<file path="config.mk">
export PLATFORM = sky130hd
export DESIGN_NAME = flash_erase_seq
export DESIGN_NICKNAME = d
export VERILOG_FILES = /design/src/rtl/fes_pkg.sv /design/src/rtl/fes_gap_timer.sv /design/src/rtl/fes_byte_engine.sv /design/src/rtl/flash_erase_seq.sv
export SDC_FILE = /design/constraint.sdc
export NUM_CORES = 1
export LEC_CHECK = 0
export ABC_AREA = 1
export BUFFER_PORTS_ARGS = -buffer_cell sky130_fd_sc_hd__buf_2
export CAP_MARGIN = 20
export CORE_ASPECT_RATIO = 1.1
export CORE_MARGIN = 4
export CORE_UTILIZATION = 45
export CTS_CLUSTER_SIZE = 30
export DETAILED_ROUTE_END_ITERATION = 8
export GPL_ROUTABILITY_DRIVEN = 1
export PLACE_DENSITY = 0.71
export SYNTH_ARGS = -nofsm -noshare
export SYNTH_HDL_FRONTEND = slang
export SYNTH_SLANG_ARGS = --single-unit
export TNS_END_PERCENT = 50
</file>
<file path="constraint.sdc">
create_clock -name clk -period 1.8 [get_ports clk]
set_input_delay 0.18 -clock clk [delete_from_list [all_inputs] [get_ports clk]]
set_output_delay 0.18 -clock clk [all_outputs]
set_load 0.02 [all_outputs]
</file>
<file path="src/rtl/fes_pkg.sv">
package fes_pkg;
  typedef enum logic [3:0] {
    S_IDLE,
    S_WEN,
    S_GAP1,
    S_ERASE,
    S_ADDR,
    S_GAP2,
    S_POLL_OP,
    S_POLL,
    S_TAIL
  } seq_state_e;

  localparam logic [7:0] OP_WREN  = 8'h06;
  localparam logic [7:0] OP_CHIP  = 8'hC7;
  localparam logic [7:0] OP_SECT  = 8'h20;
  localparam logic [7:0] OP_RDSR  = 8'h05;
  localparam logic [7:0] OP_DUMMY = 8'h00;
endpackage

</file>
<file path="src/rtl/fes_gap_timer.sv">
module fes_gap_timer #(
  parameter int CW = 4
) (
  input  logic          clk,
  input  logic          rst_n,
  input  logic          load_i,
  input  logic [CW-1:0] len_i,
  output logic          expired_o
);
  logic [CW-1:0] cnt_q, cnt_d;

  always_comb begin
    cnt_d = cnt_q;
    if (load_i)
      cnt_d = len_i;
    else if (cnt_q != '0)
      cnt_d = cnt_q - 1'b1;
  end

  always_ff @(posedge clk or negedge rst_n) begin
    if (!rst_n) cnt_q <= '0;
    else        cnt_q <= cnt_d;
  end

  assign expired_o = (cnt_q == '0);

  AST_GAP_NO_WRAP: assert property (@(posedge clk) disable iff (!rst_n)
    (!load_i && cnt_q == '0) |=> (cnt_q == '0));
endmodule

</file>
<file path="src/rtl/fes_byte_engine.sv">
module fes_byte_engine #(
  parameter int HALF_DIV = 2
) (
  input  logic       clk,
  input  logic       rst_n,
  input  logic       go_i,
  input  logic [7:0] tx_i,
  input  logic       miso_i,
  output logic       sck_o,
  output logic       mosi_o,
  output logic [7:0] rx_o,
  output logic       last_o
);
  localparam int DIV_W = (HALF_DIV < 2) ? 1 : $clog2(HALF_DIV);
  localparam logic [DIV_W-1:0] DIV_LAST = DIV_W'(HALF_DIV - 1);

  logic             busy_q, busy_d;
  logic             sck_q, sck_d;
  logic             mosi_q, mosi_d;
  logic [7:0]       tx_q, tx_d;
  logic [7:0]       rx_q, rx_d;
  logic [2:0]       bit_q, bit_d;
  logic [DIV_W-1:0] div_q, div_d;
  logic             div_end;

  assign div_end = (div_q == DIV_LAST);
  assign last_o  = busy_q && sck_q && div_end && (bit_q == 3'd7);

  always_comb begin
    busy_d = busy_q;
    sck_d  = sck_q;
    mosi_d = mosi_q;
    tx_d   = tx_q;
    rx_d   = rx_q;
    bit_d  = bit_q;
    div_d  = div_q;
    if (go_i) begin
      busy_d = 1'b1;
      sck_d  = 1'b0;
      mosi_d = tx_i[7];
      tx_d   = {tx_i[6:0], 1'b0};
      bit_d  = '0;
      div_d  = '0;
    end else if (busy_q) begin
      if (div_end) begin
        div_d = '0;
        if (!sck_q) begin
          sck_d = 1'b1;
          rx_d  = {rx_q[6:0], miso_i};
        end else begin
          sck_d = 1'b0;
          if (bit_q == 3'd7) begin
            busy_d = 1'b0;
            mosi_d = 1'b0;
          end else begin
            bit_d  = bit_q + 1'b1;
            mosi_d = tx_q[7];
            tx_d   = {tx_q[6:0], 1'b0};
          end
        end
      end else begin
        div_d = div_q + 1'b1;
      end
    end
  end

  always_ff @(posedge clk or negedge rst_n) begin
    if (!rst_n) begin
      busy_q <= 1'b0;
      sck_q  <= 1'b0;
      mosi_q <= 1'b0;
      tx_q   <= '0;
      rx_q   <= '0;
      bit_q  <= '0;
      div_q  <= '0;
    end else begin
      busy_q <= busy_d;
      sck_q  <= sck_d;
      mosi_q <= mosi_d;
      tx_q   <= tx_d;
      rx_q   <= rx_d;
      bit_q  <= bit_d;
      div_q  <= div_d;
    end
  end

  assign sck_o  = sck_q;
  assign mosi_o = mosi_q;
  assign rx_o   = rx_q;

  AST_MOSI_HELD_SCK_HIGH: assert property (@(posedge clk) disable iff (!rst_n)
    (sck_q && $past(sck_q)) |-> $stable(mosi_q));
  AST_SCK_LOW_WHEN_IDLE: assert property (@(posedge clk) disable iff (!rst_n)
    !busy_q |-> !sck_q);
endmodule

</file>
<file path="src/rtl/flash_erase_seq.sv">
module flash_erase_seq
  import fes_pkg::*;
#(
  parameter int HALF_DIV = 2,
  parameter int IDLE_GAP = 3,
  parameter int TAIL_GAP = 4
) (
  input  logic        clk,
  input  logic        rst_n,
  input  logic        start_i,
  input  logic        sector_i,
  input  logic [23:0] addr_i,
  input  logic        miso_i,
  output logic        cs_n_o,
  output logic        sck_o,
  output logic        mosi_o,
  output logic        done_o
);
  localparam int GAP_MAX = (IDLE_GAP > TAIL_GAP) ? IDLE_GAP : TAIL_GAP;
  localparam int GCW     = $clog2(GAP_MAX + 1);
  localparam logic [GCW-1:0] IDLE_LEN = GCW'(IDLE_GAP - 1);
  localparam logic [GCW-1:0] TAIL_LEN = GCW'(TAIL_GAP - 1);

  logic [1:0] rst_sync_q;
  logic       rst_ns;

  always_ff @(posedge clk or negedge rst_n) begin
    if (!rst_n) rst_sync_q <= 2'b00;
    else        rst_sync_q <= {rst_sync_q[0], 1'b1};
  end
  assign rst_ns = rst_sync_q[1];

  seq_state_e state_q, state_d;
  logic        cs_n_q, cs_n_d;
  logic        done_q, done_d;
  logic        sect_q, sect_d;
  logic [23:0] addr_q, addr_d;
  logic [1:0]  aidx_q, aidx_d;

  logic           go;
  logic [7:0]     tx_byte;
  logic           gap_load;
  logic [GCW-1:0] gap_len;
  logic           gap_done;
  logic           byte_last;
  logic [7:0]     rx_byte;

  fes_byte_engine #(.HALF_DIV(HALF_DIV)) u_engine (
    .clk    (clk),
    .rst_n  (rst_ns),
    .go_i   (go),
    .tx_i   (tx_byte),
    .miso_i (miso_i),
    .sck_o  (sck_o),
    .mosi_o (mosi_o),
    .rx_o   (rx_byte),
    .last_o (byte_last)
  );

  fes_gap_timer #(.CW(GCW)) u_gap (
    .clk       (clk),
    .rst_n     (rst_ns),
    .load_i    (gap_load),
    .len_i     (gap_len),
    .expired_o (gap_done)
  );

  always_comb begin
    state_d  = state_q;
    cs_n_d   = cs_n_q;
    done_d   = 1'b0;
    sect_d   = sect_q;
    addr_d   = addr_q;
    aidx_d   = aidx_q;
    go       = 1'b0;
    tx_byte  = OP_DUMMY;
    gap_load = 1'b0;
    gap_len  = IDLE_LEN;
    unique case (state_q)
      S_IDLE: begin
        if (start_i) begin
          sect_d  = sector_i;
          addr_d  = addr_i;
          cs_n_d  = 1'b0;
          go      = 1'b1;
          tx_byte = OP_WREN;
          state_d = S_WEN;
        end
      end
      S_WEN: begin
        if (byte_last) begin
          cs_n_d   = 1'b1;
          gap_load = 1'b1;
          state_d  = S_GAP1;
        end
      end
      S_GAP1: begin
        if (gap_done) begin
          cs_n_d  = 1'b0;
          go      = 1'b1;
          tx_byte = sect_q ? OP_SECT : OP_CHIP;
          aidx_d  = 2'd0;
          state_d = S_ERASE;
        end
      end
      S_ERASE: begin
        if (byte_last) begin
          if (sect_q) begin
            go      = 1'b1;
            tx_byte = addr_q[23:16];
            aidx_d  = 2'd1;
            state_d = S_ADDR;
          end else begin
            cs_n_d   = 1'b1;
            gap_load = 1'b1;
            state_d  = S_GAP2;
          end
        end
      end
      S_ADDR: begin
        if (byte_last) begin
          if (aidx_q == 2'd3) begin
            cs_n_d   = 1'b1;
            gap_load = 1'b1;
            state_d  = S_GAP2;
          end else begin
            go      = 1'b1;
            tx_byte = (aidx_q == 2'd1) ? addr_q[15:8] : addr_q[7:0];
            aidx_d  = aidx_q + 1'b1;
          end
        end
      end
      S_GAP2: begin
        if (gap_done) begin
          cs_n_d  = 1'b0;
          go      = 1'b1;
          tx_byte = OP_RDSR;
          state_d = S_POLL_OP;
        end
      end
      S_POLL_OP: begin
        if (byte_last) begin
          go      = 1'b1;
          state_d = S_POLL;
        end
      end
      S_POLL: begin
        if (byte_last) begin
          if (!rx_byte[0]) begin
            cs_n_d   = 1'b1;
            gap_load = 1'b1;
            gap_len  = TAIL_LEN;
            state_d  = S_TAIL;
          end else begin
            go = 1'b1;
          end
        end
      end
      S_TAIL: begin
        if (gap_done) begin
          done_d  = 1'b1;
          state_d = S_IDLE;
        end
      end
      default: state_d = S_IDLE;
    endcase
  end

  always_ff @(posedge clk or negedge rst_ns) begin
    if (!rst_ns) begin
      state_q <= S_IDLE;
      cs_n_q  <= 1'b1;
      done_q  <= 1'b0;
      sect_q  <= 1'b0;
      addr_q  <= '0;
      aidx_q  <= '0;
    end else begin
      state_q <= state_d;
      cs_n_q  <= cs_n_d;
      done_q  <= done_d;
      sect_q  <= sect_d;
      addr_q  <= addr_d;
      aidx_q  <= aidx_d;
    end
  end

  assign cs_n_o = cs_n_q;
  assign done_o = done_q;

  AST_SCK_IDLE_CS_HIGH: assert property (@(posedge clk) disable iff (!rst_ns)
    cs_n_q |-> !sck_o);
  AST_DONE_ONE_CYCLE: assert property (@(posedge clk) disable iff (!rst_ns)
    done_q |=> !done_q);
  AST_DONE_CS_HIGH: assert property (@(posedge clk) disable iff (!rst_ns)
    done_q |-> (cs_n_q && !sck_o));
  AST_CAPTURE_HELD: assert property (@(posedge clk) disable iff (!rst_ns)
    (state_q != S_IDLE) |=> ($stable(addr_q) && $stable(sect_q)));
  AST_CS_LOW_IN_POLL: assert property (@(posedge clk) disable iff (!rst_ns)
    (state_q == S_POLL && !byte_last) |=> !cs_n_q);
endmodule

</file>
==> flow_summary.ini, run 1 <==
[synth]
async_reset_ff_frac = 1.00
synth_nets = 406
ys_seq_area_frac = 0.465
synth_edf_count = 0
synth.distinct_cells = 35
netlist_top_cells_area = dfrtp_1 (46%), nand2_1 (16%), o21ai_0 (6.0%)
synth_top_area_share = 0.456
avgSynthCellArea_sq_um = 7.69
syn_inst = 371
yosysWarnings = 0
synth_top_area_cell = dfrtp_1
synth.cell_area_sq_mm = 0.00285
synth_ff_type = dfrtp_1
ys_ff_latch = 53

[timing]
setup_viol = 0
setup_tns_ns = 0
drv_slew = 0
hold_viol = 0
layout_setup_ws_ns = 0.145
fmax_ghz = 0.604
fin_skew_ns = 0.0107
finalCriticalPeriod_ns = 1.66
whs_ns = 0.0505
fin_crit_sh = 0.920

[detailed_routing]
drcViolationCount = 0
vias = 2489
wl_per_cell_microns = 12.3
drt-initial-drc-count = 247
drt_pass1_iterations = 4
wirelength_microns = 6130
ant_nets = 0
viasPerCell = 5.01

[final_layout]
layout.nets = 451
finalInstanceArea_sq_mm = 0.00333
antennaDiodeCount = 0
drive_above_1_share = 0.194
fill_cells = 587
area_growth_pct = 16.6
stdcell_count = 497
final_core_util = 0.541

[worst_setup_path]
cp_slowest_stage_delay_ns = 0.44
worstPathRequired_ns = 1.99
crit_slowest_cell = dfrtp_1
cp.buffers_inverters = 2
worst_path_most_repeated_cell = nand2_1
crit_arrival_ns = 1.85
critPathTopFamily = simple AND/OR/NAND/NOR gates
cp_max_fo = 10
path_cells = inv_1 -> nor2_2 -> nand2_1 -> nand2_1 -> a21oi_4 -> buf_4 -> nand3_1 -> nand4_1
crit_type = reg2reg
end_kind = flip-flop
cp-start-kind = flip-flop

[placement]
dp_slack_ns = 0.0193
gp_congestion = 0.886
place_area_sq_mm = 0.00315
dp_cells = 484
portBuffers = 32
hpwlAfterDp_microns = 4480

[global_routing]
grt_pass1_vias = 2362
track_usage = 0.167
grt_max_degree = 52
grt_pass1_wl_microns = 10700
grt_overflow = 0
antenna_found_initial = 0

[clock_tree]
numClockSinks = 53
clock_path_buffers = 2
h-tree-depth = 2
cts_tree = yes
cts-root-buf = clkbuf_8
insertion_delay_ns = 0.31
clk_pin_slew_worst_paths_ns = 0.11
cts_buffers = 5

[power]
p_total_mw = 5.23
peakVddDrop_mv = 0.695
p_per_area_mw_per_mm2 = 1570
power.leakage_nw = 1.69

[floorplanning]
num_rows = 30
io_pins = 33
initial_core_util = 0.464
die_h_microns = 91.5
dieArea_sq_mm = 0.00768
coreArea_sq_mm = 0.00616
die_w_microns = 83.9

[hold_path]
hp-class = in2reg

[status]
status = completed

[flow_run]
drv_cap = 0
sequential cells by signal (all words and copies together), names as in the netlist, 2 cells and up:
signal,cells
addr_q,24
u_engine.tx_q,7
state_q,4
u_engine.bit_q,3
u_gap.cnt_q,3
aidx_q,2
rst_sync_q,2
cells in the mapped netlist (3+ instances only):
master and n:
nand2_1 125, dfrtp_1 52, inv_1 35, o21ai_0 34, nand3_1 28, nor2_1 25, a21oi_1 7, nand4_1 7
ha_1 6, nand3b_1 5, nor2_2 5, o22ai_1 5, clkbuf_1 4, buf_2 3, buf_4 3, nand2_2 3
logic make-up after synthesis:
kind of cell	share of synthesized area
and+or+nand+nor	0.313
AOI/OAI and AO/OA	0.111
DFF	0.465
buffers and inverters	0.0763
adders and majority gates	0.0263
xor gates and xnor gates	0.00614
other	0.00131
tightest hold or removal path: cells and delay by family:
kind                   cells  cell delay, ns
and+or+nand+nor            2            0.08
buffers and inverters      1            0.07
cell type report:
type | instances | area [sq um] | area share
multi-input combinational | 268 | 1340 | 0.402
sequential | 53 | 1330 | 0.400
timing repair buffer | 50 | 323 | 0.0970
inverter | 38 | 143 | 0.0429
tap | 80 | 100 | 0.0301
clock buffer | 5 | 68.8 | 0.0207
clock inverter | 3 | 26.3 | 0.00789
path summary, 6_finish.rpt:
| path | from | to | slack [ns] | cells past startpoint |
|---|---|---|---|---|
| max reg2reg | state_q[2]$_DFFE_PN0P_ | u_engine.tx_q[2]$_DFFE_PN0P_ | 0.14 | 8 |
| min in group asynchronous | rst_n | rst_sync_q[1]$_DFF_PN0_ | 0.17 | 2 |
| min | addr_i[11] | addr_q[11]$_DFFE_PN0P_ | 0.05 | 3 |
| max | state_q[2]$_DFFE_PN0P_ | u_engine.tx_q[2]$_DFFE_PN0P_ | 0.14 | 8 |
| min reg2reg | rst_sync_q[1]$_DFF_PN0_ | addr_q[9]$_DFFE_PN0P_ | 0.25 | 1 |
| max in group asynchronous | rst_sync_q[1]$_DFF_PN0_ | cs_n_o$_DFFE_PN1P_ | 1.25 | 1 |
layer usage:
layer	vias to the layer above	part of all wire	global-route usage
met5	-	0	0
met3	7	0.063	0.0327
met4	0	0.0082	0.0389
met1	1127	0.47	0.231
met2	77	0.46	0.270
li1	1278	-	-
layout by cell type (no fill, tap or decap), types with 7 or more instances in the layout:
cell	count
a21oi_1	7
buf_2	32
buf_4	15
dfrtp_1	49
inv_1	34
nand2_1	124
nand3_1	28
nand4_1	7
nor2_1	25
o21ai_0	32
repair_timing:
action	CTS	global route
resized for setup	1	10
pin swaps	0	2
setup endpoints to repair	1	14
hold buffers	1	0
setup buffers	0	4
hold endpoints to repair	2	0
power by group:
| part | internal (mW) | switching, mW |
|---|---|---|
| logic | 0.953 | 1.56 |
| clock network | 0.290 | 0.432 |
| registers | 1.70 | 0.294 |
| total | 2.95 | 2.28 |
No activity file was read; power rests on OpenSTA's default activity.
==> run 2: changes to the inputs <==
--- a/config.mk
+++ b/config.mk
@@ -7,15 +7,15 @@
 export LEC_CHECK = 0
 export ABC_AREA = 1
 export BUFFER_PORTS_ARGS = -buffer_cell sky130_fd_sc_hd__buf_2
-export CAP_MARGIN = 20
 export CORE_ASPECT_RATIO = 1.1
 export CORE_MARGIN = 4
 export CORE_UTILIZATION = 45
 export CTS_CLUSTER_SIZE = 30
 export DETAILED_ROUTE_END_ITERATION = 8
 export GPL_ROUTABILITY_DRIVEN = 1
-export PLACE_DENSITY = 0.71
+export PLACE_DENSITY = 0.7
 export SYNTH_ARGS = -nofsm -noshare
 export SYNTH_HDL_FRONTEND = slang
+export SYNTH_HIERARCHICAL = 1
 export SYNTH_SLANG_ARGS = --single-unit
 export TNS_END_PERCENT = 50
==> run 2 against run 1 <==
Critical path type unchanged. Combinational power rose by 81%. Cell count increased by 21%. The run now ends with setup timing left. Clock power grew 19%. Area after synthesis grew 12%. Clock-buffer cell count unchanged. Critical path depth increased by 4. Sequential share of layout area shrank 8.9 points. Non-clock buffer count increased by 54.
==> flow_summary.ini, run 2 <==
[detailed_routing]
highest_layer = met4
vias = 2980
drt_pass1_iterations = 4
drcViolationCount = 0
viasPerCell = 4.97
drt-initial-drc-count = 168
wl_per_cell_microns = 13.2
wl_met1_microns = 3500
ant_nets = 0
route.met2.wl_microns = 3940
wirelength_microns = 7910
dr_wl_met3_microns = 310

[power]
p_total_mw = 7.50
p_per_area_mw_per_mm2 = 1750
peakVddDrop_mv = 1.13
power.leakage_nw = 2.25

[worst_setup_path]
path_cells = ha_2 -> ha_4 -> nand3_4 -> nor2_4 -> clkinv_4 -> o21ai_4 -> inv_4 -> buf_6 -> nand2_4 -> nand3_4 -> nand2_1 -> nand2_1
cp_slowest_stage_delay_ns = 0.38
cp-start-kind = flip-flop
crit_type = reg2reg
crit_arrival_ns = 2.10
worstPathRequired_ns = 2.01
crit_slowest_cell = dfrtp_1
end_kind = flip-flop
cp_max_fo = 5

[timing]
fin_skew_ns = 0.0130
rsz0062_at_grt = true
drv_slew = 0
hold_viol = 0
fmax_ghz = 0.530
layout_setup_ws_ns = -0.0874
whs_ns = 0.0432
fin_crit_sh = 1.05
setup_viol = 17
finalCriticalPeriod_ns = 1.89

[floorplanning]
io_pins = 33
num_rows = 31
die_h_microns = 96.3
coreArea_sq_mm = 0.00675
initial_core_util = 0.473
die_w_microns = 88.3
dieArea_sq_mm = 0.00851

[final_layout]
multiInputGateArea_sq_mm = 0.00181
reg.largest.list = addr_q: 24 flops, u_engine/tx_q: 7 flops, state_q: 4 flops
antennaDiodeCount = 0
layout.nets = 551
largest_reg_flops = 24
area_growth_pct = 34.2
seqCellArea_sq_mm = 0.00133
fill_cells = 580
top_register = addr_q
layout_commonest_cell = nand2_1
final_core_util = 0.635
finalInstanceArea_sq_mm = 0.00429
mostFrequentLayoutCells = nand2_1 (153), buf_4 (62), dfrtp_1 (48)
drive_above_1_share = 0.431

[synth]
avgSynthCellArea_sq_um = 7.62
yosysWarnings = 6
synth.cell_area_sq_mm = 0.00319
syn_inst = 419

[flow_run]
drv_cap = 0

[global_routing]
antenna_found_initial = 0
grt_pass1_vias = 2789
track_usage = 0.195
grt_pass1_wl_microns = 13000
grt_overflow = 0
grt_max_degree = 52

[status]
violations = setup timing
status = finished with violations

[clock_tree]
numClockSinks = 53
cts-root-buf = clkbuf_8
clock_path_buffers = 2
cts_buffers = 5
h-tree-depth = 2
cts_tree = yes
insertion_delay_ns = 0.32
clk_pin_slew_worst_paths_ns = 0.11

[hold_path]
hp-class = in2reg

[placement]
hpwlAfterDp_microns = 5670
place_area_sq_mm = 0.00380
dp_slack_ns = -0.137
portBuffers = 32
gp_congestion = 0.900
run 2: what timing repair did:
item                                    4_1_cts  5_1_grt
pin swaps                                    17       22
resized for setup                            11       47
cloned                                        1        0
setup buffers                                 4       15
hold endpoints to repair                      2        0
endpoints found under the setup margin       23       46
hold buffers                                  1        0
run 2: stage by stage:
| step | std cells | setup TNS [ns] |
|---|---|---|
| 5_1_grt | 599 | -3.92 |
| 4_1_cts | 585 | -0.803 |
| 3_5_place_dp | 571 | -1.27 |
| 3_3_place_gp | 571 | -0.454 |
| 2_1_floorplan | 420 | -0.296 |
| 6_report | 599 | -1.00 |
run 2: routing by layer:
| metal | up-vias | GRT usage |
|---|---|---|
| li1 | 1506 | - |
| met1 | 1391 | 0.263 |
| met5 | - | 0 |
| met3 | 14 | 0.0291 |
| met4 | 0 | 0.0693 |
| met2 | 69 | 0.319 |
run 2: area by class of cell:
| type | instances | area share |
|---|---|---|
| Clock buffer | 5 | 0.0161 |
| Clock inverter | 3 | 0.0114 |
| Inverter | 34 | 0.0342 |
| Multi-Input combinational cell | 318 | 0.423 |
| Sequential cell | 53 | 0.311 |
| Tap cell | 82 | 0.0239 |
| Timing Repair Buffer | 104 | 0.180 |
run 2: critical path: cells and delay by family, from the launching register on:
kind | cells | cell delay (ns)
adders and majority gates | 2 | 0.34
AOI/OAI and AO/OA | 1 | 0.18
buffers and inverters | 3 | 0.33
and+or+nand+nor | 6 | 0.53
DFF | 1 | 0.38
run 2: power breakdown:
group / switching [mW] / internal, mW
Sequential: 0.390 / 1.72
Clock: 0.434 / 0.424
Combinational: 2.54 / 2.00
Total: 3.36 / 4.14
run 2: final timing paths:
kind	from	to	slack, ns	cells after the start
min reg2reg	rst_sync_q[1]$_DFF_PN0_	addr_q[18]$_DFFE_PN0P_	0.26	1
max reg2reg	u_engine/bit_q[0]$_DFFE_PN0P_	u_engine/tx_q[4]$_DFFE_PN0P_	-0.09	12
max	u_engine/bit_q[0]$_DFFE_PN0P_	u_engine/tx_q[4]$_DFFE_PN0P_	-0.09	12
min in group asynchronous	rst_n	rst_sync_q[1]$_DFF_PN0_	0.16	2
min	addr_i[3]	addr_q[3]$_DFFE_PN0P_	0.04	3
max in group asynchronous	rst_sync_q[1]$_DFF_PN0_	cs_n_o$_DFFE_PN1P_	1.26	1
